`src/rtl/sched_pkg.sv`:
```
package sched_pkg;
  typedef enum logic [1:0] {
    COL_IDLE = 2'd0,
    COL_RD   = 2'd1,
    COL_WR   = 2'd2,
    COL_WRA  = 2'd3
  } col_op_e;
endpackage

```
`src/rtl/sched_fifo.sv`:
```
module sched_fifo #(
  parameter int W     = 8,
  parameter int DEPTH = 4
) (
  input  logic         clk,
  input  logic         rst_n,
  input  logic         push_valid,
  output logic         push_ready,
  input  logic [W-1:0] push_data,
  output logic         head_valid,
  output logic [W-1:0] head_data,
  input  logic         pop
);
  localparam int AW = $clog2(DEPTH);

  logic [W-1:0]  mem [DEPTH];
  logic [AW-1:0] wp, rp;
  logic [AW:0]   cnt;
  logic          do_push, do_pop;

  assign push_ready = (cnt != (AW+1)'(DEPTH));
  assign head_valid = (cnt != '0);
  assign head_data  = mem[rp];
  assign do_push    = push_valid && push_ready;
  assign do_pop     = pop && head_valid;

  always_ff @(posedge clk) begin
    if (do_push) mem[wp] <= push_data;
  end

  always_ff @(posedge clk or negedge rst_n) begin
    if (!rst_n) begin
      wp  <= '0;
      rp  <= '0;
      cnt <= '0;
    end else begin
      if (do_push) wp <= (wp == AW'(DEPTH-1)) ? '0 : wp + 1'b1;
      if (do_pop)  rp <= (rp == AW'(DEPTH-1)) ? '0 : rp + 1'b1;
      cnt <= cnt + (AW+1)'(do_push) - (AW+1)'(do_pop);
    end
  end
endmodule

```
`src/rtl/sched_dly.sv`:
```
module sched_dly #(
  parameter int W = 1,
  parameter int D = 1
) (
  input  logic         clk,
  input  logic         rst_n,
  input  logic [W-1:0] din,
  output logic [W-1:0] dout
);
  logic [W-1:0] stg [D];

  always_ff @(posedge clk or negedge rst_n) begin
    if (!rst_n) begin
      for (int i = 0; i < D; i++) stg[i] <= '0;
    end else begin
      stg[0] <= din;
      for (int i = 1; i < D; i++) stg[i] <= stg[i-1];
    end
  end

  assign dout = stg[D-1];
endmodule

```
`src/rtl/ilv_bank_sched.sv`:
```
module ilv_bank_sched
  import sched_pkg::*;
#(
  parameter int DEV_W  = 5,
  parameter int BANK_W = 4,
  parameter int ROW_W  = 9,
  parameter int COL_W  = 6,
  parameter int BASE   = 0,
  parameter int QDEPTH = 4,
  parameter int TRR    = 8,
  parameter int TRC    = 32,
  parameter int TRCD   = 11,
  parameter int TCWD   = 6,
  parameter int TCAC   = 8,
  parameter int TCBUB  = 4
) (
  input  logic              clk,
  input  logic              rst_n,
  input  logic              in_valid,
  output logic              in_ready,
  input  logic              in_write,
  input  logic [DEV_W-1:0]  in_dev,
  input  logic [ROW_W-1:0]  in_row,
  input  logic [COL_W-1:0]  in_col1,
  input  logic [COL_W-1:0]  in_col2,
  output logic              row_vld,
  output logic [DEV_W-1:0]  row_dev,
  output logic [BANK_W-1:0] row_bank,
  output logic [ROW_W-1:0]  row_addr,
  output logic              col_vld,
  output logic [1:0]        col_op,
  output logic [DEV_W-1:0]  col_dev,
  output logic [BANK_W-1:0] col_bank,
  output logic [COL_W-1:0]  col_addr,
  output logic              pre_vld,
  output logic [BANK_W-1:0] pre_bank,
  output logic              wr_go,
  output logic              rd_go
);
  localparam int NSLOT   = 4;
  localparam int SLOT_W  = 2;
  localparam int TPKT    = TRR / 2;
  localparam int REQ_W   = 1 + DEV_W + ROW_W + 2*COL_W;
  localparam int GAP_MAX = TRR + TCBUB;
  localparam int GAP_W   = $clog2(GAP_MAX + 1);
  localparam int TMR_W   = $clog2(TRC + 1);
  localparam int C1_W    = 2 + DEV_W + BANK_W + 2*COL_W;
  localparam int C2_W    = 2 + DEV_W + BANK_W + COL_W;

  // request queue
  logic             h_valid, issue;
  logic [REQ_W-1:0] h_data;
  logic             h_wr;
  logic [DEV_W-1:0] h_dev;
  logic [ROW_W-1:0] h_row;
  logic [COL_W-1:0] h_c1, h_c2;

  sched_fifo #(.W(REQ_W), .DEPTH(QDEPTH)) u_q (
    .clk(clk), .rst_n(rst_n),
    .push_valid(in_valid), .push_ready(in_ready),
    .push_data({in_write, in_dev, in_row, in_col1, in_col2}),
    .head_valid(h_valid), .head_data(h_data), .pop(issue)
  );

  assign {h_wr, h_dev, h_row, h_c1, h_c2} = h_data;

  // issue pacing: rotation slot, spacing counter, direction history, bank timers
  logic [SLOT_W-1:0] slot;
  logic [GAP_W-1:0]  gap, need;
  logic              last_rd;
  logic [TMR_W-1:0]  tmr [NSLOT];
  logic [BANK_W-1:0] bank_sel;
  logic              act_wr;
  logic [COL_W-1:0]  act_c1, act_c2;

  assign need     = (last_rd && h_wr) ? GAP_W'(GAP_MAX) : GAP_W'(TRR);
  assign issue    = h_valid && (gap >= need) && (tmr[slot] == '0);
  assign bank_sel = BANK_W'(BASE) + BANK_W'({slot, 1'b0});

  always_ff @(posedge clk or negedge rst_n) begin
    if (!rst_n) begin
      slot     <= '0;
      gap      <= GAP_W'(GAP_MAX);
      last_rd  <= 1'b0;
      row_vld  <= 1'b0;
      row_dev  <= '0;
      row_bank <= '0;
      row_addr <= '0;
      act_wr   <= 1'b0;
      act_c1   <= '0;
      act_c2   <= '0;
    end else begin
      row_vld <= issue;
      if (issue) begin
        slot     <= slot + 1'b1;
        gap      <= GAP_W'(1);
        last_rd  <= !h_wr;
        row_dev  <= h_dev;
        row_bank <= bank_sel;
        row_addr <= h_row;
        act_wr   <= h_wr;
        act_c1   <= h_c1;
        act_c2   <= h_c2;
      end else if (gap < GAP_W'(GAP_MAX)) begin
        gap <= gap + 1'b1;
      end
    end
  end

  for (genvar g = 0; g < NSLOT; g++) begin : g_tmr
    always_ff @(posedge clk or negedge rst_n) begin
      if (!rst_n)                            tmr[g] <= '0;
      else if (issue && slot == SLOT_W'(g))  tmr[g] <= TMR_W'(TRC - 1);
      else if (tmr[g] != '0)                 tmr[g] <= tmr[g] - 1'b1;
    end
  end

  // column pipeline: first command TRCD after activate, second TPKT later
  logic              d1_v, d1_wr, d2_v, d2_wr;
  logic [DEV_W-1:0]  d1_dev, d2_dev;
  logic [BANK_W-1:0] d1_bank, d2_bank;
  logic [COL_W-1:0]  d1_c1, d1_c2, d2_c2;

  sched_dly #(.W(C1_W), .D(TRCD)) u_c1 (
    .clk(clk), .rst_n(rst_n),
    .din({row_vld, act_wr, row_dev, row_bank, act_c1, act_c2}),
    .dout({d1_v, d1_wr, d1_dev, d1_bank, d1_c1, d1_c2})
  );

  sched_dly #(.W(C2_W), .D(TPKT)) u_c2 (
    .clk(clk), .rst_n(rst_n),
    .din({d1_v, d1_wr, d1_dev, d1_bank, d1_c2}),
    .dout({d2_v, d2_wr, d2_dev, d2_bank, d2_c2})
  );

  col_op_e op_n;

  always_comb begin
    op_n     = COL_IDLE;
    col_dev  = '0;
    col_bank = '0;
    col_addr = '0;
    if (d1_v) begin
      op_n     = d1_wr ? COL_WR : COL_RD;
      col_dev  = d1_dev;
      col_bank = d1_bank;
      col_addr = d1_c1;
    end else if (d2_v) begin
      op_n     = d2_wr ? COL_WRA : COL_RD;
      col_dev  = d2_dev;
      col_bank = d2_bank;
      col_addr = d2_c2;
    end
  end

  assign col_vld  = d1_v || d2_v;
  assign col_op   = op_n;
  assign pre_vld  = d2_v && !d2_wr;
  assign pre_bank = pre_vld ? d2_bank : '0;

  // data-slot strobes
  logic wcol, rcol;
  assign wcol = (op_n == COL_WR) || (op_n == COL_WRA);
  assign rcol = (op_n == COL_RD);

  sched_dly #(.W(1), .D(TCWD)) u_wd (
    .clk(clk), .rst_n(rst_n), .din(wcol), .dout(wr_go)
  );

  sched_dly #(.W(1), .D(TCAC)) u_rd (
    .clk(clk), .rst_n(rst_n), .din(rcol), .dout(rd_go)
  );
endmodule

```
`config.mk`:
```
export PLATFORM = sky130hd
export DESIGN_NAME = ilv_bank_sched
export DESIGN_NICKNAME = d
export VERILOG_FILES = /design/src/rtl/sched_pkg.sv /design/src/rtl/sched_fifo.sv /design/src/rtl/sched_dly.sv /design/src/rtl/ilv_bank_sched.sv
export SDC_FILE = /design/constraint.sdc
export NUM_CORES = 1
export LEC_CHECK = 0
export BUFFER_PORTS_ARGS = -buffer_cell sky130_fd_sc_hd__buf_2
export CAP_MARGIN = 20
export CORE_MARGIN = 2
export CORE_UTILIZATION = 55
export DETAILED_ROUTE_END_ITERATION = 8
export PLACE_DENSITY = 0.73
export SLEW_MARGIN = 20
export SYNTH_ARGS = -nofsm -noshare
export SYNTH_HDL_FRONTEND = slang
export SYNTH_SLANG_ARGS = --single-unit
```
`constraint.sdc`:
```
create_clock -name clk -period 6.14 [get_ports clk]
set_input_delay 0.307 -clock clk [delete_from_list [all_inputs] [get_ports clk]]
set_output_delay 0.307 -clock clk [all_outputs]
set_load 0.1 [all_outputs]
```
==> results of run 1 <==
sequential cells by signal (all words and copies together), names as in the netlist, 3 cells and up:
signal / flops
u_q.cnt: 3
u_c1.dout: 21
tmr: 24
u_c2.dout: 15
row_dev: 5
u_c2.stg: 45
u_rd.stg: 7
act_c2: 6
row_addr: 9
u_c1.stg: 210
u_wd.stg: 5
gap: 4
u_q.mem: 108
act_c1: 6
cells in the final DEF (no fill, tap or decap), drive strengths merged, types with 2 or more instances in the layout:
cell	count
o221ai	3
inv	29
a31oi	2
edfxtp	108
ha	18
xnor2	10
mux2	30
nand3	3
a22o	14
bufinv	4
nor3b	2
mux4	27
nor4	3
nor2	13
conb	6
nand3b	3
xor2	4
dfrtp	371
o22ai	2
and2	4
a21oi	8
a21boi	2
clkbuf	64
clkinvlp	2
dfstp	2
mux2i	6
nor3	9
dlygate4sd3	27
nand2	24
buf	77
nand2b	4
and3	4
nor2b	2
o21ai	23
clkinv	13
what timing repair did:
action                    4_1_cts  5_1_grt
hold endpoints to repair      226        0
buffers inserted                0        0
hold buffers                   27        0
stage by stage:
step	area (sq um)	total power, mW
5_1_grt	17500	10.3
3_3_place_gp	15800	6.94
3_5_place_dp	15800	7.08
6_report	17500	9.76
4_1_cts	17500	9.89
2_1_floorplan	15000	6.55
area by class of cell:
class	instances	share of cell area, %
Tap cell	341	2.44
Inverter	30	0.651
Clock buffer	64	7.25
Sequential cell	481	71.9
Multi-Input combinational cell	236	12.6
Clock inverter	18	1.18
Timing Repair Buffer	104	4.00
cells in the mapped netlist (2+ instances only):
cell type | n | area (sq um)
a21boi_0 | 2 | 15.0
a21oi_1 | 8 | 40.0
a22o_1 | 14 | 123
a31oi_1 | 2 | 12.5
and2_1 | 3 | 18.8
and3_1 | 4 | 25.0
buf_1 | 2 | 7.51
buf_4 | 7 | 52.6
buf_6 | 3 | 33.8
clkbuf_1 | 8 | 30.0
dfrtp_1 | 371 | 9280
dfstp_2 | 2 | 52.6
edfxtp_1 | 108 | 3240
ha_1 | 18 | 225
inv_1 | 29 | 109
mux2_1 | 20 | 225
mux2_2 | 10 | 113
mux2i_1 | 5 | 50.1
mux4_2 | 27 | 608
nand2_1 | 24 | 90.1
nand2b_1 | 4 | 25.0
nand3_1 | 3 | 15.0
nand3b_1 | 3 | 22.5
nor2_1 | 13 | 48.8
nor2b_1 | 2 | 12.5
nor3_1 | 8 | 40.0
nor3b_1 | 2 | 15.0
o21ai_0 | 23 | 115
o221ai_1 | 3 | 26.3
o22ai_1 | 2 | 12.5
xnor2_1 | 10 | 87.6
xor2_1 | 4 | 35.0
cell families after synthesis:
group,count (synthesis)
flip-flops,481
AND/OR/NAND/NOR,75
multiplexers,63
AO/OA/AOI/OAI,59
buffers and inverters,51
adder cells (fa/ha/maj),19
XOR/XNOR,14
other,1
worst max-delay path, stage by stage (launching register included):
cell and delay, ps:
dfrtp_2 340, buf_4 480, mux4_2 610, and2_1 180, ha_1 270, a21bo_2 190, nand2_1 100, a211oi_2 80
mux2i_4 590, clkinv_2 130, ha_1 310, inv_1 40, ha_1 180, fa_1 380, xnor2_1 190, xnor2_1 130
metal layers:
layer | share of wire [%] | up-vias | track usage [%] | wire length, um
met5 | 0 | - | 0 | 0
met4 | 2.1 | 0 | 5.09 | 445
met3 | 4.3 | 44 | 3.33 | 896
met2 | 51 | 142 | 26.2 | 10700
met1 | 43 | 3323 | 20.6 | 8960
li1 | - | 2936 | - | -
worst paths after layout:
path | slack [ps] | to | cells past startpoint | startpoint
worst max register to register | 1860 | u_q.cnt[2] | 15 | u_q.rp[0]
max in group asynchronous | 4210 | u_c1.stg[86] | 3 | rst_n
worst max-delay path | 1860 | u_q.cnt[2] | 15 | u_q.rp[0]
min in group asynchronous | 470 | u_wd.stg[1] | 2 | rst_n
worst min register to register | 340 | u_c1.stg[198] | 0 | u_c1.stg[221]
worst min-delay path | 10 | u_q.mem[0][0] | 1 | in_col2[0]
report_power, final:
| part | leakage (nW) | internal, mW | total (mW) | switching (mW) |
|---|---|---|---|---|
| Combinational | 1.42 | 0.617 | 1.93 | 1.31 |
| Clock | 0.718 | 1.61 | 2.72 | 1.10 |
| Sequential | 5.47 | 4.59 | 5.11 | 0.522 |
| Total | 7.61 | 6.82 | 9.76 | 2.94 |
==> results.md, run 1 <==
* Crit path capture type: register
* Final hold viol count at 0
* Mapped Area at around 15000 sq um
* Vias after detailed routing at roughly 6400
* WS Path Type: register to register
* Final core utilization at between 60% and 70%
* Sequential share of the synthesized area at between 80% and 90%
* VDD IR max at roughly 400 uV
* Hold WC Path Type: input pin to register
* Die height at 169 um
* Slew @ Worst Pin at around 940 ps
* Area Growth Syn to Fin at 16.5%
* Slew Viols, Final at 0
* I/O pins at 75
* Num CTS Buffers at 45
* PnR worst setup slack at about 1900 ps
* Via/cell ratio at between 5 and 6
* Final setup viols at 0
* Pre-antenna DRT Iters at 4
* Drc violations at 0
* Initial antenna violation count at 0
* EDFF count, synth at ~110
* Peak Freq at approximately 230 MHz
* CP Max Fanout at 30
* ANT nets after route at 0
* Synth Flop Type: dfrtp_1
* Post-Place Setup Slack at between 1500 and 2000 ps
* Final period utilization at 69.7%
* MaxCap Viol Count at 0
* Filler cells at between 1500 and 2000
* N_diodes at 0
* Hold_ws at 12.8 ps
* XOR/XNOR Fraction of Synth Area at less than 1%
* NumNets Final at between 900 and 1000
* Worst Path Arrival at approximately 4700 ps
* Root Buffer: clkbuf_16
* Final WL at 21.0 mm
* CP Launch Type: register
* Ys Warns at 0
* Worst Clk Skew at 21.5 ps
* Post-synthesis cell type count at 51
* Post-CTS sizing at 0
* Largest family of logic cells by synthesized area: multiplexers
* Area of the multi-input gates at between 2000 and 2500 sq um
* Post-Place Cells at 1165
* Syn_area_per_cell at between 15 and 20 sq um
* RSZ-0062 raised after global routing: no
* Rows at 60
* Initial core utilization at ~56%
* Gr usage total at between 15 and 20%
* H-tree depth at 2
* Die width at around 170 um
* RePlAce Congestion at 0.700
* Total grt overflow at 0
* Vias in the first global route at about 6900
* Detailed placer's ending HPWL at roughly 11 mm
* IO Port Bufs at 68
* Clock Path Buffers at 3
* Clk_lat worst skew at 540 ps
* Share of layout cells above drive strength 1 at around 21%
* Routed len/inst at ~17 um
* Seq. cell area at between 10000 and 15000 sq um
* First-pass GRT wire length at 35.2 mm
* Yosys reg bits at roughly 480
* Clock slew at reported path FFs at 60 ps
* Period minus WS final at approximately 4300 ps
* # clock sinks at ~480
* Leakage at 7.61 nW
* Post-synthesis instance total at ~760
* CTS tree: built
* Iter 0 DRT Violations at roughly 340
* Power Density at 558 nW/um^2
* Setup TNS Final at 0 ps
* Status: complete, no violations
* Slew Limit Headroom at 37.4%
* Post-synthesis compound-gate area fraction at under 10%
* Core area at 26900 sq um
* Multiplexer share of the synthesized area at 6.78%
* Die area at roughly 29000 sq um
* Non-filler cells, final at roughly 1300
* FFs w/ async S/R, synth at between 70% and 80%
* Worst EP required at roughly 6600 ps
* Post-Synth Simple-Gate Area at under 10%
* Largest net degree at the start of global routing at about 190
* Adder-Cell Fraction of Synth Area at about 1.6%
Power figures use the tool's default switching activity.
==> run 2, diff against run 1 <==
==> constraint.sdc (replaced) <==
create_clock -name clk -period 4.25 [get_ports clk]
set_input_delay 0.2125 -clock clk [delete_from_list [all_inputs] [get_ports clk]]
set_output_delay 0.2125 -clock clk [all_outputs]
set_load 0.1 [all_outputs]
==> run 2 against run 1 <==
Against the previous run:
- clock power increased by 46%
- first-iteration DRC count rose by 9.6%
- die area did not move
- combinational power rose by 45%
- sequential power increased by 45%
- critical path type unchanged
- design area increased by 0.45%
- register-to-register slack worse by 860 ps
- clock skew shrank 3.5 ps
- largest power group unchanged
- hold slack improved by 200 ps
- core utilization grew 0.29 points
- via count rose by 0.12%
- critical endpoint unchanged
==> results.md, run 2 (synthesis results as in run 1) <==
* Worst EP required at 4690 ps (was 6590 ps)
* Area Growth Syn to Fin at 17.1% (was 16.5%)
* MaxCap Viol Count at 0 (unchanged)
* Slew @ Worst Pin at 958 ps (was 937 ps)
* Period minus WS final at 3250 ps (was 4280 ps)
* CP Cell Sequence: mux4_2, and2_1, ha_1, a21bo_2, nand2_1, a211oi_2, mux2i_4, clkinv_2, ha_1, inv_1, ha_1, fa_1, xnor2_1, xnor2_1 (was buf_4, mux4_2, and2_1, ha_1, a21bo_2, nand2_1, a211oi_2, mux2i_4, clkinv_2, ha_1, inv_1, ha_1, fa_1, xnor2_1, xnor2_1)
* Drc violations at 0 (unchanged)
* CTS tree: built (unchanged)
* I/O pins at 75 (unchanged)
* Final core utilization at 65.4% (was 65.1%)
* Worst Clk Skew at 18.0 ps (was 21.5 ps)
* Filler cells at 1768 (was 1745)
* Die height at 169 um (unchanged)
* Gr usage total at 16.2% (was 15.6%)
* Crit-path slowest cell: mux4_2 (unchanged)
* Setup TNS Final at 0 ps (unchanged)
* ANT nets after route at 0 (unchanged)
* NumNets Final at 952 (was 947)
* Detailed placer's ending HPWL at 11.1 mm (was 10.7 mm)
* CP Buf/Inv Count at 2 (was 3)
* Clock Path Buffers at 3 (unchanged)
* Via/cell ratio at 5.04 (was 5.06)
* Final WL at 21.8 mm (was 21.0 mm)
* Routed len/inst at 17.0 um (was 16.5 um)
* R2R depth at 14 (was 15)
* Final period utilization at 76.5% (was 69.7%)
* CP endpoint: u_q.cnt[2] (unchanged)
* Commonest cells after routing, fill and taps aside: dfrtp_1 (370), edfxtp_1 (108), buf_2 (67) (unchanged)
* Area of the multi-input gates at 2200 sq um (unchanged)
* # clock sinks at 481 (unchanged)
* Leakage at 7.65 nW (was 7.61 nW)
* Num CTS Buffers at 46 (was 45)
* CP Launch Type: register (unchanged)
* Die width at 169 um (unchanged)
* Slew Viols, Final at 0 (unchanged)
* WS Path Type: register to register (unchanged)
* WP depth at 14 (was 15)
* Worst Path Arrival at 3690 ps (was 4730 ps)
* Status: complete, no violations (unchanged)
* Seq. cell area at 12600 sq um (unchanged)
* Largest Register: u_c1.stg (unchanged)
* Critical Path Most Common Cell: ha_1 (unchanged)
* RR Endpoint: u_q.cnt[2] (unchanged)
* IO Port Bufs at 68 (unchanged)
* Initial core utilization at 55.9% (unchanged)
* Total grt overflow at 0 (unchanged)
* Crit path capture type: register (unchanged)
* Slew Limit Headroom at 36.0% (was 37.4%)
* Crit path max-delay family: adder cells (was multiplexers)
* Reg-to-reg startpoint: u_q.rp[0] (unchanged)
* Hold WC Path Type: input pin to register (unchanged)
* Post-CTS sizing at 0 (unchanged)
* Peak Freq at 308 MHz (was 234 MHz)
* Die area at 28600 sq um (unchanged)
* N_diodes at 0 (unchanged)
* R2R setup slack at 1000 ps (was 1860 ps)
* Share of layout cells above drive strength 1 at 21.0% (was 20.6%)
* Power Density at 806 nW/um^2 (was 558 nW/um^2)
* Commonest non-fill, non-tap cell in the layout: dfrtp_1 (unchanged)
* Rows at 60 (unchanged)
* Vias after detailed routing at 6453 (was 6445)
* Clk_lat worst skew at 530 ps (was 540 ps)
* Post-CTS Repair Setup Buffers at 0 (unchanged)
* CP startpoint: u_q.rp[0] (unchanged)
* Clock slew at reported path FFs at 50 ps (was 60 ps)
* Initial antenna violation count at 0 (unchanged)
* Pre-antenna DRT Iters at 4 (unchanged)
* CP Max Fanout at 3 (was 30)
* RSZ-0062 raised after global routing: no (unchanged)
* First-pass GRT wire length at 36.3 mm (was 35.2 mm)
* VDD IR max at 503 uV (was 407 uV)
* Iter 0 DRT Violations at 367 (was 335)
* Vias in the first global route at 7022 (was 6935)
* Root Buffer: clkbuf_16 (unchanged)
* Final hold viol count at 0 (unchanged)
* Largest net degree at the start of global routing at 114 (was 186)
* RePlAce Congestion at 0.736 (was 0.700)
* Largest stage delay on the critical path at 520 ps (was 610 ps)
* Core area at 26900 sq um (unchanged)
* H-tree depth at 2 (unchanged)
* Largest regs: u_c1.stg x210, u_q.mem x108, u_c2.stg x45 (unchanged)
* Final setup viols at 0 (unchanged)
* Max FFs per register at 210 (unchanged)
## run 2: cell count changes in the layout (fill, tap and decap cells not counted), moves of 2 or more
cell / before / now
clkbuf_8: 5 / 12
clkbuf_1: 13 / 17
clkinv_1: 3 / 0
clkinv_2: 8 / 5
buf_4: 8 / 10
bufinv_16: 4 / 2
## run 2: per-layer routing
metal | global-route usage [%] | wire length, um
met1 | 20.8 | 9130
met2 | 28.2 | 11300
met3 | 3.40 | 921
met4 | 4.68 | 406
met5 | 0 | 0
## run 2: worst min path at each step
stage,slack (ps),startpoint,endpoint,depth (start not counted)
after detailed placement,330,u_c1.stg[33],u_c1.dout[10],0
after global routing,230,in_valid,u_q.wp[0],4
after global placement,330,rst_n,u_rd.dout,1
final,220,in_valid,u_q.wp[1],3
after CTS,190,in_valid,u_q.wp[1],3
after floorplan,-80,rst_n,act_c1[0],0
## run 2: metrics by stage
step                      cell area, sq um  hold slack (ps)  std cells  total power, mW  setup slack (ps)
after CTS                            17600              192       1281             14.4               968
final                                17600              216       1281             14.2              1000
after floorplan                      15000            -83.1        768             9.46               547
after global placement               15800              331       1168             10.0              1070
after global routing                 17600              226       1281             14.9               743
after detailed placement             15800              335       1168             10.2               974
## run 2: cell type report
cell class | instances | area share [%]
Clock buffer | 77 | 8.04
Clock inverter | 8 | 0.548
Inverter | 30 | 0.648
Multi-Input combinational cell | 236 | 12.5
Sequential cell | 481 | 71.6
Tap cell | 341 | 2.43
Timing Repair Buffer | 108 | 4.24
## run 2: worst min-delay path: stages
cell	delay [ps]
buf_2	110
and2_0	250
o21ai_0	110
## run 2: timing repair
item / CTS / global route
endpoints found under the hold margin: 215 / 0
setup endpoints to repair: 0 / 0
hold buffers: 28 / 0
## run 2: where the power goes
| group | total [mW] | switching [mW] | internal (mW) |
|---|---|---|---|
| Clock | 3.97 | 1.59 | 2.38 |
| Sequential | 7.41 | 0.770 | 6.64 |
| Combinational | 2.79 | 1.90 | 0.896 |
